File: config.mk
export PLATFORM = sky130hd
export DESIGN_NAME = shirq_aggregator
export DESIGN_NICKNAME = d
export VERILOG_FILES = /design/src/rtl/shirq_pkg.sv /design/src/rtl/shirq_level_sampler.sv /design/src/rtl/shirq_mask_bank.sv /design/src/rtl/shirq_line_reduce.sv /design/src/rtl/shirq_read_mux.sv /design/src/rtl/shirq_aggregator.sv
export SDC_FILE = /design/constraint.sdc
export NUM_CORES = 1
export LEC_CHECK = 0
export ABC_CLOCK_PERIOD_IN_PS = 1600
export BUFFER_PORTS_ARGS = -buffer_cell sky130_fd_sc_hd__buf_2
export CAP_MARGIN = 25
export CORE_UTILIZATION = 45
export CTS_BUF_LIST = sky130_fd_sc_hd__clkbuf_16
export DETAILED_ROUTE_END_ITERATION = 8
export GPL_TIMING_DRIVEN = 0
export PLACE_DENSITY = 0.69
export SKIP_CTS_REPAIR_TIMING = 1
export SYNTH_ARGS = -nofsm -noshare
export SYNTH_HDL_FRONTEND = slang
export SYNTH_SLANG_ARGS = --single-unit
File: constraint.sdc
create_clock -name clk -period 1.6 [get_ports clk]
set_input_delay 0.16 -clock clk [delete_from_list [all_inputs] [get_ports clk]]
set_output_delay 0.16 -clock clk [all_outputs]
set_load 0.02 [all_outputs]
File: src/rtl/shirq_pkg.sv
package shirq_pkg;

    localparam int unsigned ADDR_W      = 12;
    localparam int unsigned LANE_W      = 8;
    localparam int unsigned STAT_W      = 2 * LANE_W;
    localparam int unsigned MAX_LINES   = 16;

    localparam logic [ADDR_W-1:0] OFF_MASK_BASE = 12'h100;
    localparam logic [ADDR_W-1:0] OFF_VECTOR    = 12'h300;
    localparam logic [ADDR_W-1:0] OFF_STATUS    = 12'h304;
    localparam logic [ADDR_W-1:0] OFF_CONFIG    = 12'h380;

    // status word layout: full levels above empty levels
    typedef struct packed {
        logic [LANE_W-1:0] full;
        logic [LANE_W-1:0] empty;
    } stat_t;

    typedef enum logic [2:0] {
        SEL_NONE,
        SEL_STATUS,
        SEL_VECTOR,
        SEL_CONFIG,
        SEL_MASK
    } sel_e;

    typedef struct packed {
        sel_e       sel;
        logic [3:0] idx;
    } dec_t;

    typedef struct packed {
        logic [3:0] lines;
        logic [3:0] doorbells;
        logic [3:0] res_c;
        logic [3:0] res_b;
        logic [3:0] mboxes;
    } cfg_t;

    function automatic dec_t decode_addr(input logic [ADDR_W-1:0] a);
        dec_t d;
        d.sel = SEL_NONE;
        d.idx = '0;
        if (a[1:0] == 2'b00) begin
            if (a == OFF_STATUS) begin
                d.sel = SEL_STATUS;
            end else if (a == OFF_VECTOR) begin
                d.sel = SEL_VECTOR;
            end else if (a == OFF_CONFIG) begin
                d.sel = SEL_CONFIG;
            end else if (a[ADDR_W-1:6] == OFF_MASK_BASE[ADDR_W-1:6]) begin
                d.sel = SEL_MASK;
                d.idx = a[5:2];
            end
        end
        return d;
    endfunction

    function automatic logic [31:0] pack_cfg(input int unsigned mb, input int unsigned rb,
                                             input int unsigned rc, input int unsigned db,
                                             input int unsigned ln);
        cfg_t c;
        c.mboxes    = mb[3:0];
        c.res_b     = rb[3:0];
        c.res_c     = rc[3:0];
        c.doorbells = db[3:0];
        c.lines     = ln[3:0];
        return {12'h000, c};
    endfunction

endpackage

File: src/rtl/shirq_level_sampler.sv
module shirq_level_sampler
    import shirq_pkg::*;
#(
    parameter int unsigned MBOX_CNT = 8
) (
    input  logic                clk,
    input  logic                rst,
    input  logic [MBOX_CNT-1:0] mb_empty,
    input  logic [MBOX_CNT-1:0] mb_full,
    output stat_t               stat_q
);

    logic [LANE_W-1:0] empty_pad;
    logic [LANE_W-1:0] full_pad;

    // lanes past the configured count are tied low
    always_comb begin
        empty_pad = '0;
        full_pad  = '0;
        empty_pad[MBOX_CNT-1:0] = mb_empty;
        full_pad[MBOX_CNT-1:0]  = mb_full;
    end

    always_ff @(posedge clk) begin
        if (rst) begin
            stat_q <= '0;
        end else begin
            stat_q.empty <= empty_pad;
            stat_q.full  <= full_pad;
        end
    end

endmodule

File: src/rtl/shirq_mask_bank.sv
module shirq_mask_bank
    import shirq_pkg::*;
#(
    parameter int unsigned IRQ_CNT = 4
) (
    input  logic                           clk,
    input  logic                           rst,
    input  logic                           wr,
    input  dec_t                           dec,
    input  logic [STAT_W-1:0]              wdata,
    output logic [IRQ_CNT-1:0][STAT_W-1:0] mask_q
);

    always_ff @(posedge clk) begin
        if (rst) begin
            mask_q <= '0;
        end else if (wr && dec.sel == SEL_MASK) begin
            for (int x = 0; x < IRQ_CNT; x++) begin
                if (dec.idx == x[3:0]) begin
                    mask_q[x] <= wdata;
                end
            end
        end
    end

endmodule

File: src/rtl/shirq_line_reduce.sv
module shirq_line_reduce
    import shirq_pkg::*;
#(
    parameter int unsigned IRQ_CNT = 4
) (
    input  stat_t                          stat_q,
    input  logic [IRQ_CNT-1:0][STAT_W-1:0] mask_q,
    output logic [IRQ_CNT-1:0]             irq_out
);

    for (genvar gx = 0; gx < IRQ_CNT; gx++) begin : g_line
        assign irq_out[gx] = |(stat_q & mask_q[gx]);
    end

endmodule

File: src/rtl/shirq_read_mux.sv
module shirq_read_mux
    import shirq_pkg::*;
#(
    parameter int unsigned IRQ_CNT = 4,
    parameter logic [31:0] CFG_WORD = 32'h0
) (
    input  dec_t                           dec,
    input  stat_t                          stat_q,
    input  logic [IRQ_CNT-1:0][STAT_W-1:0] mask_q,
    output logic [31:0]                    rdata
);

    always_comb begin
        rdata = '0;
        unique case (dec.sel)
            SEL_STATUS: rdata = {16'h0000, stat_q};
            SEL_CONFIG: rdata = CFG_WORD;
            SEL_MASK: begin
                for (int x = 0; x < IRQ_CNT; x++) begin
                    if (dec.idx == x[3:0]) begin
                        rdata = {16'h0000, mask_q[x]};
                    end
                end
            end
            default: rdata = '0;
        endcase
    end

endmodule

File: src/rtl/shirq_aggregator.sv
module shirq_aggregator
    import shirq_pkg::*;
#(
    parameter int unsigned MBOX_CNT     = 8,
    parameter int unsigned IRQ_CNT      = 4,
    parameter int unsigned RES_B_CNT    = 0,
    parameter int unsigned RES_C_CNT    = 0,
    parameter int unsigned DOORBELL_CNT = 8
) (
    input  logic                clk,
    input  logic                rst,
    input  logic [MBOX_CNT-1:0] mb_empty,
    input  logic [MBOX_CNT-1:0] mb_full,
    input  logic [11:0]         reg_addr,
    input  logic                reg_wr,
    input  logic [31:0]         reg_wdata,
    output logic [31:0]         reg_rdata,
    output logic [IRQ_CNT-1:0]  irq_out
);

    localparam logic [31:0] CFG_WORD =
        pack_cfg(MBOX_CNT, RES_B_CNT, RES_C_CNT, DOORBELL_CNT, IRQ_CNT);

    dec_t                           dec;
    stat_t                          stat_q;
    logic [IRQ_CNT-1:0][STAT_W-1:0] mask_q;
    logic                           unused_wdata_hi;

    assign dec             = decode_addr(reg_addr);
    assign unused_wdata_hi = ^reg_wdata[31:STAT_W];

    shirq_level_sampler #(.MBOX_CNT(MBOX_CNT)) u_sampler (
        .clk      (clk),
        .rst      (rst),
        .mb_empty (mb_empty),
        .mb_full  (mb_full),
        .stat_q   (stat_q)
    );

    shirq_mask_bank #(.IRQ_CNT(IRQ_CNT)) u_masks (
        .clk    (clk),
        .rst    (rst),
        .wr     (reg_wr),
        .dec    (dec),
        .wdata  (reg_wdata[STAT_W-1:0]),
        .mask_q (mask_q)
    );

    shirq_line_reduce #(.IRQ_CNT(IRQ_CNT)) u_reduce (
        .stat_q  (stat_q),
        .mask_q  (mask_q),
        .irq_out (irq_out)
    );

    shirq_read_mux #(.IRQ_CNT(IRQ_CNT), .CFG_WORD(CFG_WORD)) u_rmux (
        .dec    (dec),
        .stat_q (stat_q),
        .mask_q (mask_q),
        .rdata  (reg_rdata)
    );

endmodule

==> reports/metrics.cfg, run 1 <==
[floorplanning]
core_area_um2 = 9200
fp.dieArea_um2 = 9810
io_pins = 99
num_rows = 35
die_w_um = 99.1
start_util = 0.461
die_h_um = 99.1

[clock_tree]
cts_inserted_buffers = 9
path_clk_slew_ns = 0.06
cts_tree = built
h-tree-depth = 3
cts_buffer_depth = 2
clkSinkCount = 80
cts-root-buf = clkbuf_16
insertion_delay_ns = 0.34

[setup_path]
cp_max_fo = 5
crit_cells = 4
r2r_cells = 2
arrival_ns = 1.60
cp_data_required_time_ns = 1.44
cp_slowest_cell = dfxtp_1
crit_chain = a22o_1 -> a221oi_2 -> nand4_1 -> buf_4
critical_path_buf_inv_count = 1
end_kind = output port
path_class = register to output port
crit_family = compound AO/OA/AOI/OAI gates
start_kind = register
max_stage_delay_ns = 0.41

[pwr]
worst_ir_drop_vdd_mv = 0.544
fin_total_pwr_w = 0.00459
power.density_nw_per_um2 = 819
p_leak_nw = 2.54

[route]
drcViolationCount = 0
drt_iter0_markers = 346
drt-pass1-iter-count = 5
wl_mm = 13.3
vias = 3694
ant_nets = 0
viasPerCell = 5.99
wire_per_inst_um = 21.5

[outcome]
outcome = finished, violations left
violations = negative setup slack

[sta]
rsz0062_at_grt = yes
slew-limit-headroom = 0.557
setup_violations = 15
tightest_slew_ns = 0.665
finalMaxSlewViolations = 0
finClkSkew_ns = 0
setup_slack_ns = -0.158
fmax_mhz = 569
finalCritPeriodShare = 1.10
finalCriticalPeriod_ns = 1.76
finalSetupTns_ns = -1.06
fin_hold_ws_ns = 0.0283
final-hold-violation-count = 0

[cells_and_area]
drive_gt1_frac = 0.411
layout.nets = 564
area.sequential_um2 = 1630
fillers = 749
num_antenna_cells = 0
fin_area_um2 = 5610
multi_input_area_um2 = 2710
syn2layout_area_growth_pct = 32.3

[synth]
yosysTopAreaCell = dfxtp_1
synthTopCellsByCount = dfxtp_1 (80), nand2b_1 (80), mux2i_1 (64)
yosysUniqueCellTypes = 32
synth-warning-count = 0
synthTopCellsByArea = dfxtp_1 (38%), mux2i_1 (15%), nand2b_1 (12%)
yosysSeqAreaShare = 0.378
synth.avg_cell_area_um2 = 10.5
synthFlopType = dfxtp_1
synthCells = 404
ys_seq_elements = 80
syn_area_um2 = 4240
synth_async_sr_flop_share = 0
synth-edff-count = 0
yosys.area.top_type_share = 0.378

[global_route]
gr-usage-all-layers = 0.263
grt-ovfl-total = 0
grt_pass1_wl_mm = 19.2
antenna_found_initial = 0
grt_max_degree = 13
grt_pass1_vias = 3426

[placement]
portBuffers = 65
hpwl_mm = 8.88
placed_area_um2 = 4760
gp_congestion = 0.921

[run]
max_cap_viol_count = 0

[min_path]
hold_path.class = input port to register
min_path_cells = 2

## path summary, 6_finish.rpt
kind,from,end,slack (ns)
max,u_sampler.stat_q[0],irq_out[0],-0.16
min,mb_empty[1],u_sampler.stat_q[1],0.03
max reg2reg,u_masks.mask_q[46],u_masks.mask_q[46],0.87
min reg2reg,u_masks.mask_q[40],u_masks.mask_q[40],0.49
## sequential cells by signal (all words and copies together) (netlist names)
name,cells
u_sampler.stat_q,16
u_masks.mask_q,64
## worst reg2reg max path, stage by stage, from the launching register on
cell      delay (ns)
dfxtp_1         0.41
nand2b_1        0.10
mux2i_1         0.16
## power breakdown
group	switching, W	internal, W	total (W)	leakage (nW)
registers	0.0000546	0.00201	0.00207	0.655
logic	0.000205	0.000169	0.000375	1.72
clock network	0.000805	0.00134	0.00215	0.161
## routing by layer
| layer | track usage | part of all wire |
|---|---|---|
| met2 | 0.414 | 0.46 |
| met3 | 0.0496 | 0.073 |
| met1 | 0.345 | 0.42 |
| met4 | 0.136 | 0.048 |
| met5 | 0 | 0 |
## cells in the final DEF (no fill, tap or decap), types with 11 or more instances in the layout
cell type / netlist / final
buf_2: 4 / 45
dfxtp_1: 80 / 65
buf_6: 5 / 22
mux2_2: 32 / 32
a22o_1: 16 / 16
nor2b_1: 19 / 19
conb_1: 1 / 15
buf_4: 18 / 29
nand2b_1: 80 / 80
mux2i_1: 64 / 64
dfxtp_2: 0 / 11
a221oi_2: 0 / 14
## layout make-up
class                   instances  area share
flip-flops and latches         80       0.291
plain buffers                  41      0.0549
multi-input cells             296       0.484
well taps                     111      0.0248
repair buffers                 73      0.0915
clock buffers                   9      0.0402
clock inverters                 7      0.0143
## through the flow
stage / cells / utilization / setup slack (ns)
5_1_grt: 617 / 0.610 / -0.142
3_5_place_dp: 594 / 0.517 / -0.413
3_3_place_gp: 594 / 0.517 / -0.373
4_1_cts: 610 / 0.550 / -0.409
6_report: 617 / 0.610 / -0.158
2_1_floorplan: 418 / - / -0.0258
## cells by family (layout without fill, tap and decap cells)
family	Yosys count	count (layout)	share of synthesized area
and+or+nand+nor	119	119	0.194
muxes	96	96	0.236
DFF	80	80	0.378
AOI/OAI and AO/OA	66	66	0.124
buffers and inverters	42	130	0.0670
other	1	15	0.000885
No activity file was read; power rests on OpenSTA's default activity.
==> inputs of run 2 (changes only) <==
--- a/config.mk
+++ b/config.mk
@@ -8,11 +8,11 @@
 export ABC_CLOCK_PERIOD_IN_PS = 1600
 export BUFFER_PORTS_ARGS = -buffer_cell sky130_fd_sc_hd__buf_2
 export CAP_MARGIN = 25
-export CORE_UTILIZATION = 45
+export CORE_UTILIZATION = 53
 export CTS_BUF_LIST = sky130_fd_sc_hd__clkbuf_16
 export DETAILED_ROUTE_END_ITERATION = 8
 export GPL_TIMING_DRIVEN = 0
-export PLACE_DENSITY = 0.69
+export PLACE_DENSITY = 0.76
 export SKIP_CTS_REPAIR_TIMING = 1
 export SYNTH_ARGS = -nofsm -noshare
 export SYNTH_HDL_FRONTEND = slang
==> run 2 against run 1 <==
  * Setup slack lost 0.022 ns
  * Non-clock buffer count is the same
  * Total power shrank 5.2%
  * Combinational power is essentially flat
  * Register-to-register slack gained 0.03 ns
  * Critical path depth is the same
  * First-iteration DRC count shrank 7.5%
  * Flip-flop and latch count is the same
  * Global-route usage grew 3.6 points
  * Final cell count shrank 1.5%
  * Clock power shrank 11%
  * The run still ends with negative setup slack left
==> reports/metrics.cfg, run 2 (synthesis gave the netlist of run 1 again) <==
[placement]
gp_congestion = 0.947  ; was 0.921
portBuffers = 65  ; unchanged
hpwl_mm = 8.59  ; was 8.88 mm
dp.cells = 585  ; was 594

[outcome]
violations = negative setup slack  ; unchanged
outcome = finished, violations left  ; unchanged

[sta]
setup_slack_ns = -0.181  ; was -0.158 ns
fin_hold_ws_ns = 0.0247  ; was 0.0283 ns
finalMaxSlewViolations = 0  ; unchanged
final-hold-violation-count = 0  ; unchanged
tightest_slew_ns = 0.673  ; was 0.665 ns
slew-limit-headroom = 0.551  ; was 0.557
setup_violations = 6  ; was 15
finalCriticalPeriod_ns = 1.78  ; was 1.76 ns
finClkSkew_ns = 0  ; unchanged
fmax_mhz = 562  ; was 569 MHz
rsz0062_at_grt = yes  ; unchanged
finalCritPeriodShare = 1.11  ; was 1.10

[setup_path]
end_kind = output port  ; unchanged
cp_data_required_time_ns = 1.44  ; about the same
cp_max_fo = 5  ; unchanged
start_kind = register  ; unchanged
arrival_ns = 1.62  ; was 1.60 ns
path_class = register to output port  ; unchanged

[floorplanning]
core_area_um2 = 7730  ; was 9200 um2
io_pins = 99  ; unchanged
fp.dieArea_um2 = 8360  ; was 9810 um2
start_util = 0.549  ; was 0.461
die_w_um = 91.4  ; was 99.1 um
num_rows = 32  ; was 35
die_h_um = 91.4  ; was 99.1 um

[global_route]
grt-ovfl-total = 0  ; unchanged
antenna_found_initial = 0  ; unchanged
grt_pass1_wl_mm = 18.7  ; was 19.2 mm
grt_max_degree = 15  ; was 13
gr-usage-all-layers = 0.299  ; was 0.263
grt_pass1_vias = 3363  ; was 3,426

[cells_and_area]
fillers = 550  ; was 749
layout_common_cells = nand2b_1 (80), mux2i_1 (64), dfxtp_1 (62)  ; was nand2b_1 (80), dfxtp_1 (65), mux2i_1 (64)
reg_top3 = u_masks.mask_q x64, u_sampler.stat_q x16  ; unchanged
syn2layout_area_growth_pct = 29.2  ; was 32.3%
layout.nets = 564  ; unchanged
largest_reg_flops = 64  ; unchanged
final_common_cell = nand2b_1  ; unchanged
num_antenna_cells = 0  ; unchanged
multi_input_area_um2 = 2640  ; was 2710 um2
final_cells = 608  ; was 617
area.sequential_um2 = 1630  ; about the same
top_register = u_masks.mask_q  ; unchanged
drive_gt1_frac = 0.417  ; was 0.411

[clock_tree]
cts_buffer_depth = 2  ; unchanged
cts_tree = built  ; unchanged
h-tree-depth = 3  ; unchanged
insertion_delay_ns = 0.34  ; about the same
cts_inserted_buffers = 9  ; unchanged
cts-root-buf = clkbuf_16  ; unchanged
clkSinkCount = 80  ; unchanged
path_clk_slew_ns = 0.07  ; was 0.06 ns

[route]
wire_per_inst_um = 21.3  ; was 21.5 um
drt_iter0_markers = 320  ; was 346
vias = 3673  ; was 3,694
wl_mm = 13.0  ; was 13.3 mm
viasPerCell = 6.04  ; was 5.99
drcViolationCount = 0  ; unchanged
ant_nets = 0  ; unchanged
drt-pass1-iter-count = 5  ; unchanged

[min_path]
hold_path.class = input port to register  ; unchanged

[pwr]
p_leak_nw = 2.49  ; was 2.54 nW
power.density_nw_per_um2 = 795  ; was 819 nW/um2
worst_ir_drop_vdd_mv = 0.523  ; was 0.544 mV

[run]
max_cap_viol_count = 0  ; unchanged

run 2: stage by stage:
stage          TNS [ns]   util  power [W]  cell area [um2]  worst slack [ns]
5_1_grt           -1.21  0.709    0.00448             5480            -0.216
3_5_place_dp      -7.84  0.614    0.00243             4740            -0.426
3_3_place_gp      -5.49  0.614    0.00243             4740            -0.348
4_1_cts           -5.69  0.650    0.00430             5020            -0.432
2_1_floorplan    -0.258      -    0.00230             4290           -0.0258
6_report         -0.654  0.709    0.00435             5480            -0.181
run 2: cell type report:
cell class              count  share of cell area
clock buffers               9              0.0411
well taps                 102              0.0233
flip-flops and latches     80               0.298
repair buffers             73              0.0878
multi-input cells         296               0.483
clock inverters             7             0.00914
plain buffers              41              0.0576
run 2: path summary, 6_finish.rpt:
kind | startpoint | end | slack, ns | depth (start not counted)
min reg2reg | u_masks.mask_q[63] | u_masks.mask_q[63] | 0.50 | 2
max reg2reg | u_masks.mask_q[48] | u_masks.mask_q[48] | 0.90 | 2
max | u_sampler.stat_q[15] | irq_out[1] | -0.18 | 4
min | mb_empty[3] | u_sampler.stat_q[3] | 0.02 | 2
run 2: critical path: stages, from the launching register on:
cell	delay [ns]
dfxtp_4	0.37
a22o_1	0.28
a221oi_1	0.29
nand4_1	0.16
buf_4	0.19
run 2: report_power, final:
group	total [W]	internal [W]	leakage, nW	switching, W
logic	0.000378	0.000174	1.70	0.000204
registers	0.00207	0.00201	0.656	0.0000520
clock network	0.00191	0.00105	0.133	0.000858
total	0.00435	0.00324	2.49	0.00111
run 2: metal layers:
metal  GRT usage  vias up  routed length (um)
met3      0.0888       56                1270
met5           0        -                   0
met4      0.0794        0                 453
met1       0.394     1727                5290
li1            -     1657                   -
met2       0.474      233                5940
==> inputs of run 3 (changes only) <==
--- a/config.mk
+++ b/config.mk
@@ -12,7 +12,7 @@
 export CTS_BUF_LIST = sky130_fd_sc_hd__clkbuf_16
 export DETAILED_ROUTE_END_ITERATION = 8
 export GPL_TIMING_DRIVEN = 0
-export PLACE_DENSITY = 0.76
+export PLACE_DENSITY = 0.79
 export SKIP_CTS_REPAIR_TIMING = 1
 export SYNTH_ARGS = -nofsm -noshare
 export SYNTH_HDL_FRONTEND = slang
==> run 3 against run 2 <==
  * The run still ends with negative setup slack left
  * Final cell count increased by 0.16%
  * Sequential power barely moved
  * Sequential share of layout area is 0.45 points lower
  * Non-clock buffer count increased by 1
  * Global-route usage grew 0.86 points
  * Flip-flop and latch count unchanged
  * Design area grew 1.3%
  * Worst hold slack lost 0.0070 ns
  * Die area unchanged
  * Fmax shrank 4.7%
  * Setup slack got worse by 0.087 ns
  * Critical endpoint is now irq_out[0]
  * Largest cell class unchanged
  * Largest power group is now clock
  * Highest routed layer unchanged
==> reports/metrics.cfg, run 3 (synthesis gave the netlist of run 1 again) <==
[sta]
fmax_mhz = 535  ; was 562 MHz
slew-limit-headroom = 0.557  ; was 0.551
setup_slack_ns = -0.268  ; was -0.181 ns
finalMaxSlewViolations = 0  ; unchanged
setup_violations = 14  ; was 6
fin_hold_ws_ns = 0.0177  ; was 0.0247 ns
finalCriticalPeriod_ns = 1.87  ; was 1.78 ns
finClkSkew_ns = 0  ; unchanged
tightest_slew_ns = 0.664  ; was 0.673 ns
finalSetupTns_ns = -0.931  ; was -0.654 ns
rsz0062_at_grt = yes  ; unchanged
final-hold-violation-count = 0  ; unchanged
finalCritPeriodShare = 1.17  ; was 1.11

[placement]
pre_cts_ws_ns = -0.424  ; was -0.426 ns
gp_congestion = 0.930  ; was 0.947
hpwl_mm = 8.69  ; was 8.59 mm
dp.cells = 585  ; unchanged
portBuffers = 65  ; unchanged

[setup_path]
r2r_cells = 2  ; unchanged
endpoint = irq_out[0]  ; was irq_out[1]
cp_data_required_time_ns = 1.44  ; about the same
r2r-end = u_masks.mask_q[10]  ; was u_masks.mask_q[48]
end_kind = output port  ; unchanged
path_class = register to output port  ; unchanged
arrival_ns = 1.71  ; was 1.62 ns
r2r_start = u_masks.mask_q[10]  ; was u_masks.mask_q[48]
reg2reg_slack_ns = 0.85  ; was 0.90 ns
start_kind = register  ; unchanged
cp_max_fo = 5  ; unchanged
startpoint = u_sampler.stat_q[14]  ; was u_sampler.stat_q[15]

[outcome]
violations = negative setup slack  ; unchanged
outcome = finished, violations left  ; unchanged

[cells_and_area]
drive_gt1_frac = 0.428  ; was 0.417
layout_common_cells = nand2b_1 (80), mux2i_1 (64), dfxtp_1 (61)  ; was nand2b_1 (80), mux2i_1 (64), dfxtp_1 (62)
multi_input_area_um2 = 2660  ; was 2640 um2
layout.nets = 565  ; was 564
top_register = u_masks.mask_q  ; unchanged
reg_top3 = u_masks.mask_q x64, u_sampler.stat_q x16  ; unchanged
area.sequential_um2 = 1630  ; about the same
num_antenna_cells = 0  ; unchanged
final_cells = 609  ; was 608
largest_reg_flops = 64  ; unchanged
final_common_cell = nand2b_1  ; unchanged
fillers = 514  ; was 550
syn2layout_area_growth_pct = 30.8  ; was 29.2%

[route]
wl_mm = 13.4  ; was 13.0 mm
drt-pass1-iter-count = 7  ; was 5
viasPerCell = 6.19  ; was 6.04
drcViolationCount = 0  ; unchanged
ant_nets = 0  ; unchanged
vias = 3768  ; was 3,673
wire_per_inst_um = 22.1  ; was 21.3 um
drt_iter0_markers = 490  ; was 320

[pwr]
p_leak_nw = 2.53  ; was 2.49 nW
worst_ir_drop_vdd_mv = 0.743  ; was 0.523 mV
fin_total_pwr_w = 0.00471  ; was 0.00435 W
power.density_nw_per_um2 = 849  ; was 795 nW/um2

[clock_tree]
path_clk_slew_ns = 0.06  ; was 0.07 ns
cts_buffer_depth = 2  ; unchanged
cts_tree = built  ; unchanged
cts_inserted_buffers = 9  ; unchanged
h-tree-depth = 3  ; unchanged
cts-root-buf = clkbuf_16  ; unchanged
clkSinkCount = 80  ; unchanged
insertion_delay_ns = 0.34  ; about the same

[min_path]
min_from = mb_full[0]  ; was mb_empty[3]
hold_path.class = input port to register  ; unchanged
min_path_cells = 2  ; unchanged

[global_route]
gr-usage-all-layers = 0.307  ; was 0.299
grt_max_degree = 15  ; unchanged
grt_pass1_wl_mm = 19.1  ; was 18.7 mm
grt_pass1_vias = 3535  ; was 3,363
grt-ovfl-total = 0  ; unchanged
antenna_found_initial = 0  ; unchanged

[floorplanning]
die_w_um = 91.4  ; unchanged
io_pins = 99  ; unchanged
die_h_um = 91.4  ; unchanged
core_area_um2 = 7730  ; unchanged
fp.dieArea_um2 = 8360  ; unchanged
start_util = 0.549  ; unchanged
num_rows = 32  ; unchanged

[run]
max_cap_viol_count = 0  ; unchanged

-- run 3: cell types whose count changed in the layout (fill, tap and decap cells not counted), moves of 3 or more --
cell,previous run,this run
o22ai_1,12,9
dfxtp_2,14,17
o22ai_2,6,9
buf_4,30,34
buf_2,52,47
-- run 3: final cells by class --
| class | count | area share |
|---|---|---|
| multi-input combinational | 296 | 0.480 |
| tap | 102 | 0.0230 |
| clock buffer | 9 | 0.0406 |
| sequential | 80 | 0.294 |
| buffer | 41 | 0.0568 |
| timing repair buffer | 74 | 0.0882 |
| clock inverter | 7 | 0.0171 |
-- run 3: power by group --
group	internal, W	total, W	switching [W]
clock	0.00137	0.00226	0.000886
combinational	0.000177	0.000385	0.000208
sequential	0.00201	0.00207	0.0000527
-- run 3: stage by stage --
stage,utilization,cell area (um2)
6_report,0.718,5550
5_1_grt,0.718,5550
4_1_cts,0.655,5060
3_5_place_dp,0.614,4740
3_3_place_gp,0.614,4740
2_1_floorplan,-,4290
-- run 3: layer usage --
layer / track usage / wire [um] / share of wire / vias to the layer above
li1: - / - / - / 1653
met1: 0.386 / 5220 / 0.39 / 1800
met2: 0.491 / 6320 / 0.47 / 259
met3: 0.0729 / 1270 / 0.094 / 56
met4: 0.153 / 627 / 0.047 / 0
met5: 0 / 0 / 0 / -
-- run 3: worst max-delay path, stage by stage, from the launching register on --
cell	delay [ns]
dfxtp_2	0.38
a22o_1	0.30
a221oi_2	0.27
nand4_1	0.20
buf_4	0.21
-- run 3: worst min path at each step --
stage / endpoint
floorplan: u_sampler.stat_q[0]
global placement: u_sampler.stat_q[4]
detailed placement: u_sampler.stat_q[0]
CTS: u_sampler.stat_q[3]
global route: u_sampler.stat_q[3]
finish: u_sampler.stat_q[8]
